==> src/rtl/lockgate_pkg.sv <==
package lockgate_pkg;

    // Default timing: 8 MHz clock, pulse roughly one second after lock
    localparam int unsigned DEF_CNT_W   = 24;
    localparam int unsigned DEF_WIN_LO  = 8_000_000;
    localparam int unsigned DEF_WIN_HI  = 8_000_020;
    localparam int unsigned DEF_STOP    = 9_000_000;

    // Phase of the startup sequence as seen from the count
    typedef enum logic [1:0] {
        PH_WAIT  = 2'd0,
        PH_PULSE = 2'd1,
        PH_AFTER = 2'd2,
        PH_DONE  = 2'd3
    } phase_e;

endpackage

==> src/rtl/lockgate_counter.sv <==
module lockgate_counter #(
    parameter int unsigned CNT_W = lockgate_pkg::DEF_CNT_W,
    parameter int unsigned STOP  = lockgate_pkg::DEF_STOP
) (
    input  logic             clk_i,
    input  logic             lock_i,
    output logic [CNT_W-1:0] count_o,
    output logic             sat_o
);

    localparam logic [CNT_W-1:0] STOP_C = CNT_W'(STOP);

    typedef struct packed {
        logic [CNT_W-1:0] cnt;
        logic             live;   // set after the first edge; gates checks only
    } cnt_state_t;

    cnt_state_t st_d;
    cnt_state_t st_q = '0;        // configuration-time value

    always_comb begin
        st_d      = st_q;
        st_d.live = 1'b1;
        if (lock_i && (st_q.cnt < STOP_C)) begin
            st_d.cnt = st_q.cnt + 1'b1;
        end
    end

    always_ff @(posedge clk_i) begin
        st_q <= st_d;
    end

    assign count_o = st_q.cnt;
    assign sat_o   = (st_q.cnt == STOP_C);

    AST_STEP_ON_LOCK: assert property (@(posedge clk_i) disable iff (!st_q.live)
        (lock_i && !sat_o) |=> (count_o == $past(count_o) + 1'b1));
    AST_HOLD_NO_LOCK: assert property (@(posedge clk_i) disable iff (!st_q.live)
        !lock_i |=> $stable(count_o));
    AST_STAY_SAT: assert property (@(posedge clk_i) disable iff (!st_q.live)
        sat_o |=> sat_o);
    always_comb begin
        AST_NO_OVERRUN: assert (count_o <= STOP_C);
    end

endmodule

==> src/rtl/lockgate_window.sv <==
module lockgate_window #(
    parameter int unsigned CNT_W  = lockgate_pkg::DEF_CNT_W,
    parameter int unsigned WIN_LO = lockgate_pkg::DEF_WIN_LO,
    parameter int unsigned WIN_HI = lockgate_pkg::DEF_WIN_HI
) (
    input  logic                 clk_i,
    input  logic [CNT_W-1:0]     count_i,
    input  logic                 sat_i,
    output lockgate_pkg::phase_e phase_o,
    output logic                 pulse_o
);
    import lockgate_pkg::*;

    localparam logic [CNT_W-1:0] LO_C = CNT_W'(WIN_LO);
    localparam logic [CNT_W-1:0] HI_C = CNT_W'(WIN_HI);

    always_comb begin
        if (sat_i) begin
            phase_o = PH_DONE;
        end else if (count_i >= HI_C) begin
            phase_o = PH_AFTER;
        end else if (count_i > LO_C) begin
            phase_o = PH_PULSE;
        end else begin
            phase_o = PH_WAIT;
        end
    end

    assign pulse_o = (phase_o == PH_PULSE);

    AST_PULSE_BELOW_STOP: assert property (@(posedge clk_i)
        pulse_o |-> !sat_i);

endmodule

==> src/rtl/lockgate_rst_pulse.sv <==
module lockgate_rst_pulse #(
    parameter int unsigned CNT_W  = lockgate_pkg::DEF_CNT_W,
    parameter int unsigned WIN_LO = lockgate_pkg::DEF_WIN_LO,
    parameter int unsigned WIN_HI = lockgate_pkg::DEF_WIN_HI,
    parameter int unsigned STOP   = lockgate_pkg::DEF_STOP
) (
    input  logic clk_i,
    input  logic lock_i,
    output logic core_rst_o,
    output logic core_rst_n_o
);
    import lockgate_pkg::*;

    logic [CNT_W-1:0] count_w;
    logic             sat_w;
    phase_e           phase_w;
    logic             pulse_w;
    logic             armed_q = 1'b0;   // gates checks only

    lockgate_counter #(
        .CNT_W (CNT_W),
        .STOP  (STOP)
    ) u_count (
        .clk_i   (clk_i),
        .lock_i  (lock_i),
        .count_o (count_w),
        .sat_o   (sat_w)
    );

    lockgate_window #(
        .CNT_W  (CNT_W),
        .WIN_LO (WIN_LO),
        .WIN_HI (WIN_HI)
    ) u_win (
        .clk_i   (clk_i),
        .count_i (count_w),
        .sat_i   (sat_w),
        .phase_o (phase_w),
        .pulse_o (pulse_w)
    );

    always_ff @(posedge clk_i) begin
        armed_q <= 1'b1;
    end

    assign core_rst_o   = pulse_w;
    assign core_rst_n_o = ~pulse_w;

    AST_RISE_NEEDS_LOCK: assert property (@(posedge clk_i) disable iff (!armed_q)
        $rose(core_rst_o) |-> $past(lock_i));
    AST_FALL_NEEDS_LOCK: assert property (@(posedge clk_i) disable iff (!armed_q)
        $fell(core_rst_o) |-> $past(lock_i));
    AST_NO_PULSE_AFTER_DONE: assert property (@(posedge clk_i) disable iff (!armed_q)
        (phase_w == PH_DONE) |=> !core_rst_o);
    always_comb begin
        AST_POLARITY_PAIR: assert (core_rst_o != core_rst_n_o);
    end

endmodule

==> config.mk <==
export PLATFORM = sky130hd
export DESIGN_NAME = lockgate_rst_pulse
export DESIGN_NICKNAME = d
export VERILOG_FILES = /design/src/rtl/lockgate_pkg.sv /design/src/rtl/lockgate_counter.sv /design/src/rtl/lockgate_window.sv /design/src/rtl/lockgate_rst_pulse.sv
export SDC_FILE = /design/constraint.sdc
export NUM_CORES = 1
export LEC_CHECK = 0
export ABC_CLOCK_PERIOD_IN_PS = 4200
export CAP_MARGIN = 40
export CORE_MARGIN = 3
export CORE_UTILIZATION = 67
export CTS_BUF_LIST = sky130_fd_sc_hd__clkbuf_4 sky130_fd_sc_hd__clkbuf_8
export DETAILED_ROUTE_END_ITERATION = 12
export GPL_ROUTABILITY_DRIVEN = 0
export PLACE_DENSITY = 0.83
export SYNTH_ARGS = -nofsm -noshare
export SYNTH_HDL_FRONTEND = slang
export SYNTH_SLANG_ARGS = --single-unit
==> constraint.sdc <==
create_clock -name clk_i -period 4.2 [get_ports clk_i]
set_input_delay 0.84 -clock clk_i [delete_from_list [all_inputs] [get_ports clk_i]]
set_output_delay 0.84 -clock clk_i [all_outputs]
set_load 0.01 [all_outputs]
-- Word level (Yosys, flattened, before mapping)
Cells that the tools add are included.
- register bits: 24
- latch bits: 0
- bits in writable memories: 0
- bits in read-only memories: 0
- output and inout bits: 2
- word-level logic and storage cells: 12
- memories: 0
- add/sub/neg operators: 1
- multiply operators: 0
- divide/modulo/power cells: 0
- $lt $le $gt $ge: 3
- eq/ne operators: 2
- shift operators: 0
- mux-type cells: 3
- bitwise operators: 1
- reduce and logical (&&, ||, !) cells: 1
- operator list (cell ; count):
    adder 24 x 1 -> 24 bit (second input constant) ; 1
    == test 24 bit (second input constant) ; 1
    greater-or-equal comparator 24 x 23 -> 1 bit (second input constant) ; 1
    greater-than comparator 24 x 23 -> 1 bit (second input constant) ; 1
    < comparator 24 bit (second input constant) ; 1
    two-way mux 2 bit ; 2
    == test 2 x 1 -> 1 bit (second input constant) ; 1
    logical AND 1 bit ; 1
    two-way mux 1 bit ; 1
    NOT 1 bit ; 1

-- Longest topological paths before layout
Gate-level depths: netlist (run 1).
- depth after elaboration: 6
- gate-level depth with buffers: 5
- gate-level depth less buffers: 5

-- By module
From an unflattened synthesis (run 1), not the netlist that was laid out.
- cells, all modules: 126
- area total of the unflattened synthesis: 1495.2 µm²
- by module, submodules not included (module ; times used ; cells an instance ; area each (µm²) ; seq. area each (µm²)):
    lockgate_counter ; 1 ; 104 ; 1327.5 ; 720.7
    lockgate_window ; 1 ; 21 ; 163.9 ; 0.0
    lockgate_rst_pulse ; 1 ; 1 ; 3.8 ; 0.0

-- Worst setup path after synthesis (run 1)
No wires, ideal clock.
- path kind: reg2reg
- start point: reg u_count.st_q, in the netlist u_count.count_o[9]
- end point: reg u_count.st_q, in the netlist u_count.count_o[0], enable pin
- arrival: 2259 ps
- slack: 1528 ps
- cell stages (with the launch flop): 6
- path buffers: 1
- period minus slack after synthesis: 2672 ps
- cell sequence: edfxtp_1 > buf_2 > o21ai_0 > a21oi_1 > a311o_1 > a21oi_1
- cells in the longest elaborated chain, start to end: 2
- ends and longest elaborated chain (element ; RTL line ; text):
    start: declaration ; lockgate_counter.sv:19 ; cnt_state_t st_q = '0;
    start signal: assignment ; lockgate_counter.sv:30 ; st_q <= st_d;
    < comparator 24 bit ; lockgate_counter.sv:24 ; if (lock_i && (st_q.cnt < STOP_C)) begin
    logical AND 1 bit ; lockgate_counter.sv:24 ;
No other way between the ends.
A chain may end at the register's enable or synchronous reset.

-- Worst setup path after layout (run 1)
- start point: reg u_count.st_q, in the netlist u_count.count_o[13]
- end point: out core_rst_o
- cells in the longest elaborated chain, start to end: 5
- elaborated cells on any way between the ends: 7
- ends and longest elaborated chain (element ; RTL line ; text):
    greater-than comparator 24 x 23 -> 1 bit ; lockgate_window.sv:22 ; end else if (count_i > LO_C) begin
    two-way mux 1 bit ; lockgate_window.sv:22 ;
    two-way mux 2 bit ; lockgate_window.sv:20 ; end else if (count_i >= HI_C) begin
    two-way mux 2 bit (*) ; lockgate_window.sv:18 ; if (sat_i) begin
    == test 2 x 1 -> 1 bit (*) ; lockgate_window.sv:29 ; assign pulse_o = (phase_o == PH_PULSE);
    end: declaration ; lockgate_rst_pulse.sv:9 ; output logic core_rst_o,
Every way passes the cells marked *; elsewhere a longest branch is shown, timed or not.

==> metrics.txt, run 1 <==
# TYPE chip_impl_metric gauge
chip_impl_metric{name="p_int",unit="W"} 0.000320
chip_impl_metric{name="route.vias.total",unit=""} 901
chip_impl_info{name="end_kind",value="output port"} 1
chip_impl_metric{name="fin_skew",unit="ns"} 0.00300
chip_impl_metric{name="largest_register_ffs",unit=""} 24
chip_impl_metric{name="maximum_vdd_drop",unit="mV"} 0.226
chip_impl_metric{name="fp.coreArea",unit="um2"} 1820
chip_impl_info{name="cts_tree",value="built"} 1
chip_impl_info{name="worstSetupPathType",value="reg2out"} 1
chip_impl_metric{name="clock-sinks",unit=""} 24
chip_impl_metric{name="grt_max_degree",unit=""} 21
chip_impl_metric{name="die_height",unit="um"} 51.1
chip_impl_metric{name="cp_max_fo",unit=""} 6
chip_impl_metric{name="power.density",unit="nW/um2"} 287
chip_impl_info{name="rsz_0062_raised_after_global_routing",value="no"} 1
chip_impl_metric{name="yosys_register_bits",unit=""} 24
chip_impl_metric{name="synthesis.area_per_instance",unit="um2"} 12.1
chip_impl_metric{name="grt_overflow_total",unit=""} 0
chip_impl_metric{name="cap_viol_max_count",unit=""} 0
chip_impl_metric{name="post_synth_and_or_nand_nor_area_fraction",unit="%"} 25.6
chip_impl_metric{name="antenna_found_initial",unit=""} 0
chip_impl_info{name="crit_path_max_delay_cell_type",value="clkdlybuf4s50_1"} 1
chip_impl_info{name="crit_top_cell",value="nor4b_2"} 1
chip_impl_metric{name="cts.clk_slew.worst_paths",unit="ns"} 0.13
chip_impl_metric{name="crit_path_max_incr_delay",unit="ns"} 0.61
chip_impl_metric{name="synth-xor-area-share",unit="%"} 14.1
chip_impl_metric{name="synth_cells",unit=""} 113
chip_impl_info{name="clock-root-buffer",value="clkbuf_4"} 1
chip_impl_metric{name="worst-endpoint-arrival",unit="ns"} 2.27
chip_impl_metric{name="swShare",unit="%"} 22.6
chip_impl_metric{name="synth.yosys.seq_area_share",unit="%"} 52.8
chip_impl_metric{name="wl_per_cell",unit="um"} 16.4
chip_impl_metric{name="antenna-diode-count",unit=""} 0
chip_impl_info{name="mostFrequentLayoutCell",value="edfxtp_1"} 1
chip_impl_metric{name="initial_core_util",unit="%"} 74.9
chip_impl_metric{name="final_core_util",unit="%"} 79.2
chip_impl_metric{name="cp_data_required_time",unit="ns"} 3.36
chip_impl_info{name="top_register",value="u_count.count_o"} 1
chip_impl_metric{name="via_cell_ratio",unit=""} 6.35
chip_impl_info{name="post_synth_main_area_contributors",value="edfxtp_1 53%, xnor2_1 10%, xor2_1 3.9%"} 1
chip_impl_metric{name="hpwl",unit="mm"} 1.65
chip_impl_info{name="combinational_family_with_the_most_area_after_synthesis",value="simple AND/OR/NAND/NOR gates"} 1
chip_impl_metric{name="maxSlewHeadroom",unit="%"} 74.9
chip_impl_metric{name="die-area",unit="um2"} 2610
chip_impl_info{name="worstReg2RegEnd",value="u_count.count_o[20]$_DFFE_PP_"} 1
chip_impl_info{name="crit_path_start",value="u_count.count_o[13]$_DFFE_PP_"} 1
chip_impl_metric{name="synth.distinct_cells",unit=""} 28
chip_impl_metric{name="htree_num_levels",unit=""} 1
chip_impl_info{name="largest_registers",value="u_count.count_o: 24 flops"} 1
chip_impl_metric{name="number_of_drc_violations_after_detailed_routing_iteration_0",unit=""} 24
chip_impl_metric{name="power.static_leakage",unit="nW"} 0.476
chip_impl_info{name="most-common-layout-cells",value="24 x edfxtp_1, 16 x xnor2_1, 10 x nand2_1"} 1
chip_impl_info{name="setup.worst_path.start_class",value="register"} 1
chip_impl_metric{name="tns",unit="ns"} 0
chip_impl_metric{name="timing.final.crit_share",unit="%"} 74.0
chip_impl_metric{name="fraction_of_final_layout_cells_sized_beyond_drive_strength_1",unit="%"} 12.8
chip_impl_metric{name="floorplan.rows",unit=""} 15
chip_impl_metric{name="drc",unit=""} 0
chip_impl_metric{name="cts_made_buffers",unit=""} 3
chip_impl_metric{name="cts-hold-fix-buffers",unit=""} 0
chip_impl_metric{name="finalCriticalPeriod",unit="ns"} 3.11
chip_impl_metric{name="synth.area.mux_share",unit="%"} 0
chip_impl_metric{name="postCtsSetupBuffers",unit=""} 0
chip_impl_metric{name="synth.net_count",unit=""} 117
chip_impl_metric{name="ys_warn_count",unit=""} 0
chip_impl_info{name="critical_path.cell_chain",value="nor4b_2 > nand4_1 > nor4b_2 > clkdlybuf4s50_1"} 1
chip_impl_info{name="run_status",value="completed"} 1
chip_impl_metric{name="drt-total-wl",unit="mm"} 2.32
chip_impl_metric{name="clk_latency",unit="ns"} 0.31
chip_impl_metric{name="max_slew_vio_count",unit=""} 0
chip_impl_metric{name="seqPwrFrac",unit="%"} 69.9
chip_impl_metric{name="num-nets-final",unit=""} 123
chip_impl_info{name="netlist.top_cell.by_area",value="edfxtp_1"} 1
chip_impl_metric{name="worst_r2r_path_depth",unit=""} 5
chip_impl_info{name="cp-endpoint",value="core_rst_o"} 1
chip_impl_metric{name="achievable-frequency",unit="GHz"} 0.322
chip_impl_metric{name="pre_cts_slack",unit="ns"} 1.42
chip_impl_metric{name="floorplan.die.width",unit="um"} 51.1
chip_impl_metric{name="setup_violations",unit=""} 0
chip_impl_metric{name="wire_length_of_the_first_global_routing_pass",unit="mm"} 4.00
chip_impl_metric{name="synth_compound_area_share",unit="%"} 3.49
chip_impl_metric{name="area_growth_syn_to_layout",unit="%"} 5.69
chip_impl_metric{name="place.port_buffers",unit=""} 3
chip_impl_metric{name="synthAdderAreaFrac",unit="%"} 1.83
chip_impl_info{name="hp-class",value="reg2reg"} 1
chip_impl_metric{name="r2r_slack",unit="ns"} 2.13
chip_impl_metric{name="route.antenna.remaining_nets",unit=""} 0
chip_impl_metric{name="netlist.area_leader.share",unit="%"} 52.8
chip_impl_metric{name="clock_power_share",unit="%"} 24.3
chip_impl_metric{name="p_comb_share",unit="%"} 5.8
chip_impl_metric{name="switchingPower",unit="W"} 0.0000934
chip_impl_metric{name="drtPass1Iterations",unit=""} 4
chip_impl_metric{name="vias_in_the_first_global_route",unit=""} 856
chip_impl_metric{name="clk_path_buf_depth",unit=""} 2
chip_impl_metric{name="post_cts.resized_instances",unit=""} 0
chip_impl_metric{name="cell_area_after_technology_mapping",unit="um2"} 1360
chip_impl_metric{name="hold_viol",unit=""} 0
chip_impl_metric{name="tightestPinTransition",unit="ns"} 0.372
chip_impl_info{name="reg2reg_from",value="u_count.count_o[9]$_DFFE_PP_"} 1
chip_impl_metric{name="floorplan.io_pins",unit=""} 4
chip_impl_metric{name="grt.total_usage",unit="%"} 20.2
chip_impl_metric{name="finalWorstSetupSlack",unit="ns"} 1.09
## cells in the mapped netlist
library cell,number
o21a_1,1
edfxtp_1,24
xnor2_1,16
nor2_2,1
nor4b_2,2
a311o_1,1
nand2_1,10
nor4_1,2
a21oi_1,2
ha_1,2
or3_1,1
nor4b_1,1
nor2_1,4
nor2_4,1
xor2_1,6
nor3b_1,1
and4bb_2,1
inv_1,3
and3_1,6
nor4_4,1
nand4_1,7
and4_1,1
nand3_1,6
nand4_2,4
nor3_1,2
buf_2,2
o21ai_0,4
buf_4,1
## power by group through the flow
| stage | Sequential [W] | Combinational [W] | Clock, W |
|---|---|---|---|
| 4_1_cts | 0.000289 | 0.0000243 | 0.0000982 |
| 5_1_grt | 0.000291 | 0.0000270 | 0.000108 |
| 2_1_floorplan | 0.000289 | 0.0000214 | 0 |
| 3_3_place_gp | 0.000293 | 0.0000232 | 0 |
| 6_report | 0.000289 | 0.0000240 | 0.000100 |
| 3_5_place_dp | 0.000294 | 0.0000240 | 0 |
## metrics by stage
stage | hold slack [ns] | instance area [um2] | power, W | cells
after floorplan | 0.558 | 1360 | 0.000310 | 113
after global placement | 0.592 | 1420 | 0.000317 | 139
after detailed placement | 0.596 | 1420 | 0.000318 | 139
after CTS | 0.630 | 1440 | 0.000411 | 142
after global routing | 0.667 | 1440 | 0.000426 | 142
final | 0.624 | 1440 | 0.000413 | 142
## area by class of cell
cell class / instances / area (um2)
Multi-Input combinational cell: 83 / 618
Clock buffer: 3 / 22.5
Sequential cell: 24 / 721
Fill cell: 117 / 379
Timing Repair Buffer: 4 / 37.5
Tap cell: 25 / 31.3
Inverter: 3 / 11.3
## cells by family (layout without fill, tap and decap cells)
group,Yosys count,in the layout
AOI/OAI and AO/OA,8,8
xor gates and xnor gates,22,22
DFF,24,24
adders and majority gates,2,2
buffers and inverters,6,10
and+or+nand+nor,51,51
## worst min path at each step
stage	start	endpoint	slack, ns	cells after the start
2_1_floorplan	u_count.count_o[21]$_DFFE_PP_	u_count.count_o[21]$_DFFE_PP_	0.56	1
3_3_place_gp	u_count.count_o[21]$_DFFE_PP_	u_count.count_o[21]$_DFFE_PP_	0.59	1
3_5_place_dp	u_count.count_o[21]$_DFFE_PP_	u_count.count_o[21]$_DFFE_PP_	0.60	1
4_1_cts	u_count.count_o[21]$_DFFE_PP_	u_count.count_o[21]$_DFFE_PP_	0.63	1
5_1_grt	u_count.count_o[21]$_DFFE_PP_	u_count.count_o[21]$_DFFE_PP_	0.67	1
6_report	u_count.count_o[21]$_DFFE_PP_	u_count.count_o[21]$_DFFE_PP_	0.62	1
## worst max-delay path: cells and delay by family (launching register included)
| kind | cells | cell delay (ns) |
|---|---|---|
| and+or+nand+nor | 3 | 0.83 |
| buffers and inverters | 1 | 0.61 |
| DFF | 1 | 0.52 |
## metal layers
layer | vias up | routed length (um) | track usage, %
met5 | - | 0 | 0
li1 | 434 | - | -
met2 | 15 | 1150 | 33.0
met3 | 4 | 45 | 2.04
met4 | 0 | 29 | 5.38
met1 | 448 | 1100 | 28.8
Power figures use the tool's default switching activity.
==> inputs of run 2 (changes only) <==
ABC_CLOCK_PERIOD_IN_PS = 2700   (was 4200)
CORE_UTILIZATION = 57   (was 67)
PLACE_DENSITY = 0.75   (was 0.83)
clock period = 2.7 ns   (was 4.2 ns; I/O delays follow)
==> run 2 against run 1 <==
Against the previous run: clock-buffer cell count did not move; first-iteration DRC count decreased by 46%; worst hold slack gained 0.0057 ns; clock power increased by 65%; final cell count grew 12%; sequential power rose by 54%; clock skew grew 0.0062 ns; register-to-register slack worse by 1.3 ns; global-route usage shrank 1.3 points; worst setup slack worse by 0.88 ns; critical path type unchanged; largest cell class unchanged.
==> metrics.txt, run 2 (synthesized netlist as in run 1, its figures left out) <==
# TYPE chip_impl_metric gauge
chip_impl_info{name="run_status",value="completed"} 1
chip_impl_metric{name="drc",unit=""} 0
chip_impl_metric{name="drt-total-wl",unit="mm"} 2.55
chip_impl_metric{name="vias_in_the_first_global_route",unit=""} 842
chip_impl_metric{name="area_growth_syn_to_layout",unit="%"} 14.9
chip_impl_metric{name="drtPass1Iterations",unit=""} 4
chip_impl_metric{name="largest_register_ffs",unit=""} 24
chip_impl_metric{name="clock-sinks",unit=""} 24
chip_impl_metric{name="floorplan.io_pins",unit=""} 4
chip_impl_info{name="end_kind",value="output port"} 1
chip_impl_metric{name="grt_max_degree",unit=""} 15
chip_impl_metric{name="r2r_slack",unit="ns"} 0.78
chip_impl_metric{name="floorplan.rows",unit=""} 17
chip_impl_metric{name="fp.coreArea",unit="um2"} 2230
chip_impl_metric{name="final.hold.worst_slack",unit="ns"} 0.630
chip_impl_info{name="timing.hold.worst.start",value="u_count.count_o[21]$_DFFE_PP_"} 1
chip_impl_metric{name="initial_core_util",unit="%"} 61.1
chip_impl_metric{name="fraction_of_final_layout_cells_sized_beyond_drive_strength_1",unit="%"} 22.1
chip_impl_metric{name="antenna_found_initial",unit=""} 0
chip_impl_metric{name="max_slew_vio_count",unit=""} 0
chip_impl_info{name="setup.worst_path.start_class",value="register"} 1
chip_impl_metric{name="cap_viol_max_count",unit=""} 0
chip_impl_info{name="rsz_0062_raised_after_global_routing",value="no"} 1
chip_impl_info{name="cts_tree",value="built"} 1
chip_impl_metric{name="worst-endpoint-arrival",unit="ns"} 1.95
chip_impl_metric{name="number_of_drc_violations_after_detailed_routing_iteration_0",unit=""} 13
chip_impl_metric{name="nFillCells",unit=""} 172
chip_impl_info{name="top_register",value="u_count.count_o"} 1
chip_impl_metric{name="cp_data_required_time",unit="ns"} 2.16
chip_impl_info{name="timing.hold.worst_endpoint",value="u_count.count_o[21]$_DFFE_PP_"} 1
chip_impl_metric{name="tns",unit="ns"} 0
chip_impl_metric{name="post-place-cells",unit=""} 144
chip_impl_metric{name="clk_path_buf_depth",unit=""} 2
chip_impl_metric{name="maximum_vdd_drop",unit="mV"} 0.410
chip_impl_metric{name="maxSlewHeadroom",unit="%"} 78.0
chip_impl_metric{name="route.vias.total",unit=""} 912
chip_impl_info{name="worstReg2RegEnd",value="u_count.count_o[1]$_DFFE_PP_"} 1
chip_impl_metric{name="clk_latency",unit="ns"} 0.32
chip_impl_info{name="hp-class",value="reg2reg"} 1
chip_impl_metric{name="tightestPinTransition",unit="ns"} 0.326
chip_impl_metric{name="htree_num_levels",unit=""} 1
chip_impl_metric{name="final_cell_count_no_fill",unit=""} 159
chip_impl_metric{name="die_height",unit="um"} 54.9
chip_impl_metric{name="via_cell_ratio",unit=""} 5.74
chip_impl_info{name="reg2reg_from",value="u_count.count_o[8]$_DFFE_PP_"} 1
chip_impl_metric{name="wl_per_cell",unit="um"} 16.0
chip_impl_metric{name="worst_r2r_path_depth",unit=""} 6
chip_impl_metric{name="cp_max_fo",unit=""} 2
chip_impl_metric{name="finalCriticalPeriod",unit="ns"} 2.49
chip_impl_metric{name="achievable-frequency",unit="GHz"} 0.402
chip_impl_metric{name="grt.total_usage",unit="%"} 18.9
chip_impl_metric{name="num-nets-final",unit=""} 136
chip_impl_metric{name="timing.final.crit_share",unit="%"} 92.2
chip_impl_metric{name="die-area",unit="um2"} 3020
chip_impl_metric{name="wire_length_of_the_first_global_routing_pass",unit="mm"} 3.97
chip_impl_metric{name="cts_made_buffers",unit=""} 3
chip_impl_metric{name="worst_hold_path.num_cells",unit=""} 1
chip_impl_metric{name="grt_overflow_total",unit=""} 0
chip_impl_metric{name="place.port_buffers",unit=""} 3
chip_impl_metric{name="fin_skew",unit="ns"} 0.00920
chip_impl_metric{name="hold_viol",unit=""} 0
chip_impl_info{name="mostFrequentLayoutCell",value="edfxtp_1"} 1
chip_impl_metric{name="antenna-diode-count",unit=""} 0
chip_impl_info{name="clock-root-buffer",value="clkbuf_4"} 1
chip_impl_metric{name="power.static_leakage",unit="nW"} 0.566
chip_impl_metric{name="hpwl",unit="mm"} 1.66
chip_impl_metric{name="power.density",unit="nW/um2"} 424
chip_impl_info{name="largest_registers",value="u_count.count_o: 24 flops"} 1
chip_impl_metric{name="setup_violations",unit=""} 0
chip_impl_info{name="most-common-layout-cells",value="24 x edfxtp_1, 16 x xnor2_1, 14 x buf_4"} 1
chip_impl_metric{name="cts.clk_slew.worst_paths",unit="ns"} 0.14
chip_impl_info{name="worstSetupPathType",value="reg2out"} 1
chip_impl_metric{name="floorplan.die.width",unit="um"} 54.9
chip_impl_metric{name="route.antenna.remaining_nets",unit=""} 0
## run 2: metrics by stage
stage                     setup WS, ns  area, um2  total power, W  utilization (%)
final                            0.210       1570        0.000664             70.1
after global routing            0.0974       1570        0.000684             70.1
after CTS                       0.0107       1490        0.000658             66.9
after detailed placement         0.297       1440        0.000497             64.4
after global placement           0.341       1440        0.000495             64.4
after floorplan                 0.0284       1360        0.000483                -
## run 2: worst max-delay path by stage
| stage | cells after the start | end | from |
|---|---|---|---|
| 6_report | 5 | core_rst_o | u_count.count_o[8]$_DFFE_PP_ |
| 5_1_grt | 5 | core_rst_o | u_count.count_o[8]$_DFFE_PP_ |
| 4_1_cts | 4 | core_rst_o | u_count.count_o[7]$_DFFE_PP_ |
| 3_5_place_dp | 4 | core_rst_o | u_count.count_o[13]$_DFFE_PP_ |
| 3_3_place_gp | 4 | core_rst_o | u_count.count_o[13]$_DFFE_PP_ |
| 2_1_floorplan | 5 | u_count.count_o[0]$_DFFE_PP_ | u_count.count_o[9]$_DFFE_PP_ |
## run 2: final cells by class
| cell class | count | area [um2] | share of cell area (%) |
|---|---|---|---|
| clock buffers | 3 | 22.5 | 1.44 |
| repair buffers | 17 | 140 | 8.95 |
| clock inverters | 1 | 3.75 | 0.240 |
| well taps | 28 | 35.0 | 2.24 |
| multi-input cells | 83 | 633 | 40.4 |
| inverters | 3 | 11.3 | 0.719 |
| flip-flops and latches | 24 | 721 | 46.0 |
## run 2: worst max-delay path: stages (launching register included)
cell and delay, ns:
edfxtp_1 0.46, nor4b_4 0.35, nand4_1 0.18, nor4b_2 0.34, buf_4 0.16, dlymetal6s2s_1 0.14
## run 2: what timing repair did
item,CTS,global route
pin swaps,0,3
endpoints found under the setup margin,2,2
hold buffers,0,0
setup buffers,4,7
gates resized for setup,0,4
## run 2: layer usage
layer	GRT usage (%)	wire length, um
met4	8.50	36
met1	27.1	1260
met5	0	0
met3	2.41	28
met2	28.5	1230
## run 2: power by group
group	switching, W	internal (W)
logic	0.0000260	0.0000263
registers	0.0000195	0.000427
clock network	0.000111	0.0000541
==> inputs of run 3 (changes only) <==
SLEW_MARGIN = 20   (was unset)
==> results of run 3 <==
Final layout, timing and power as in run 2 (identical DEF).
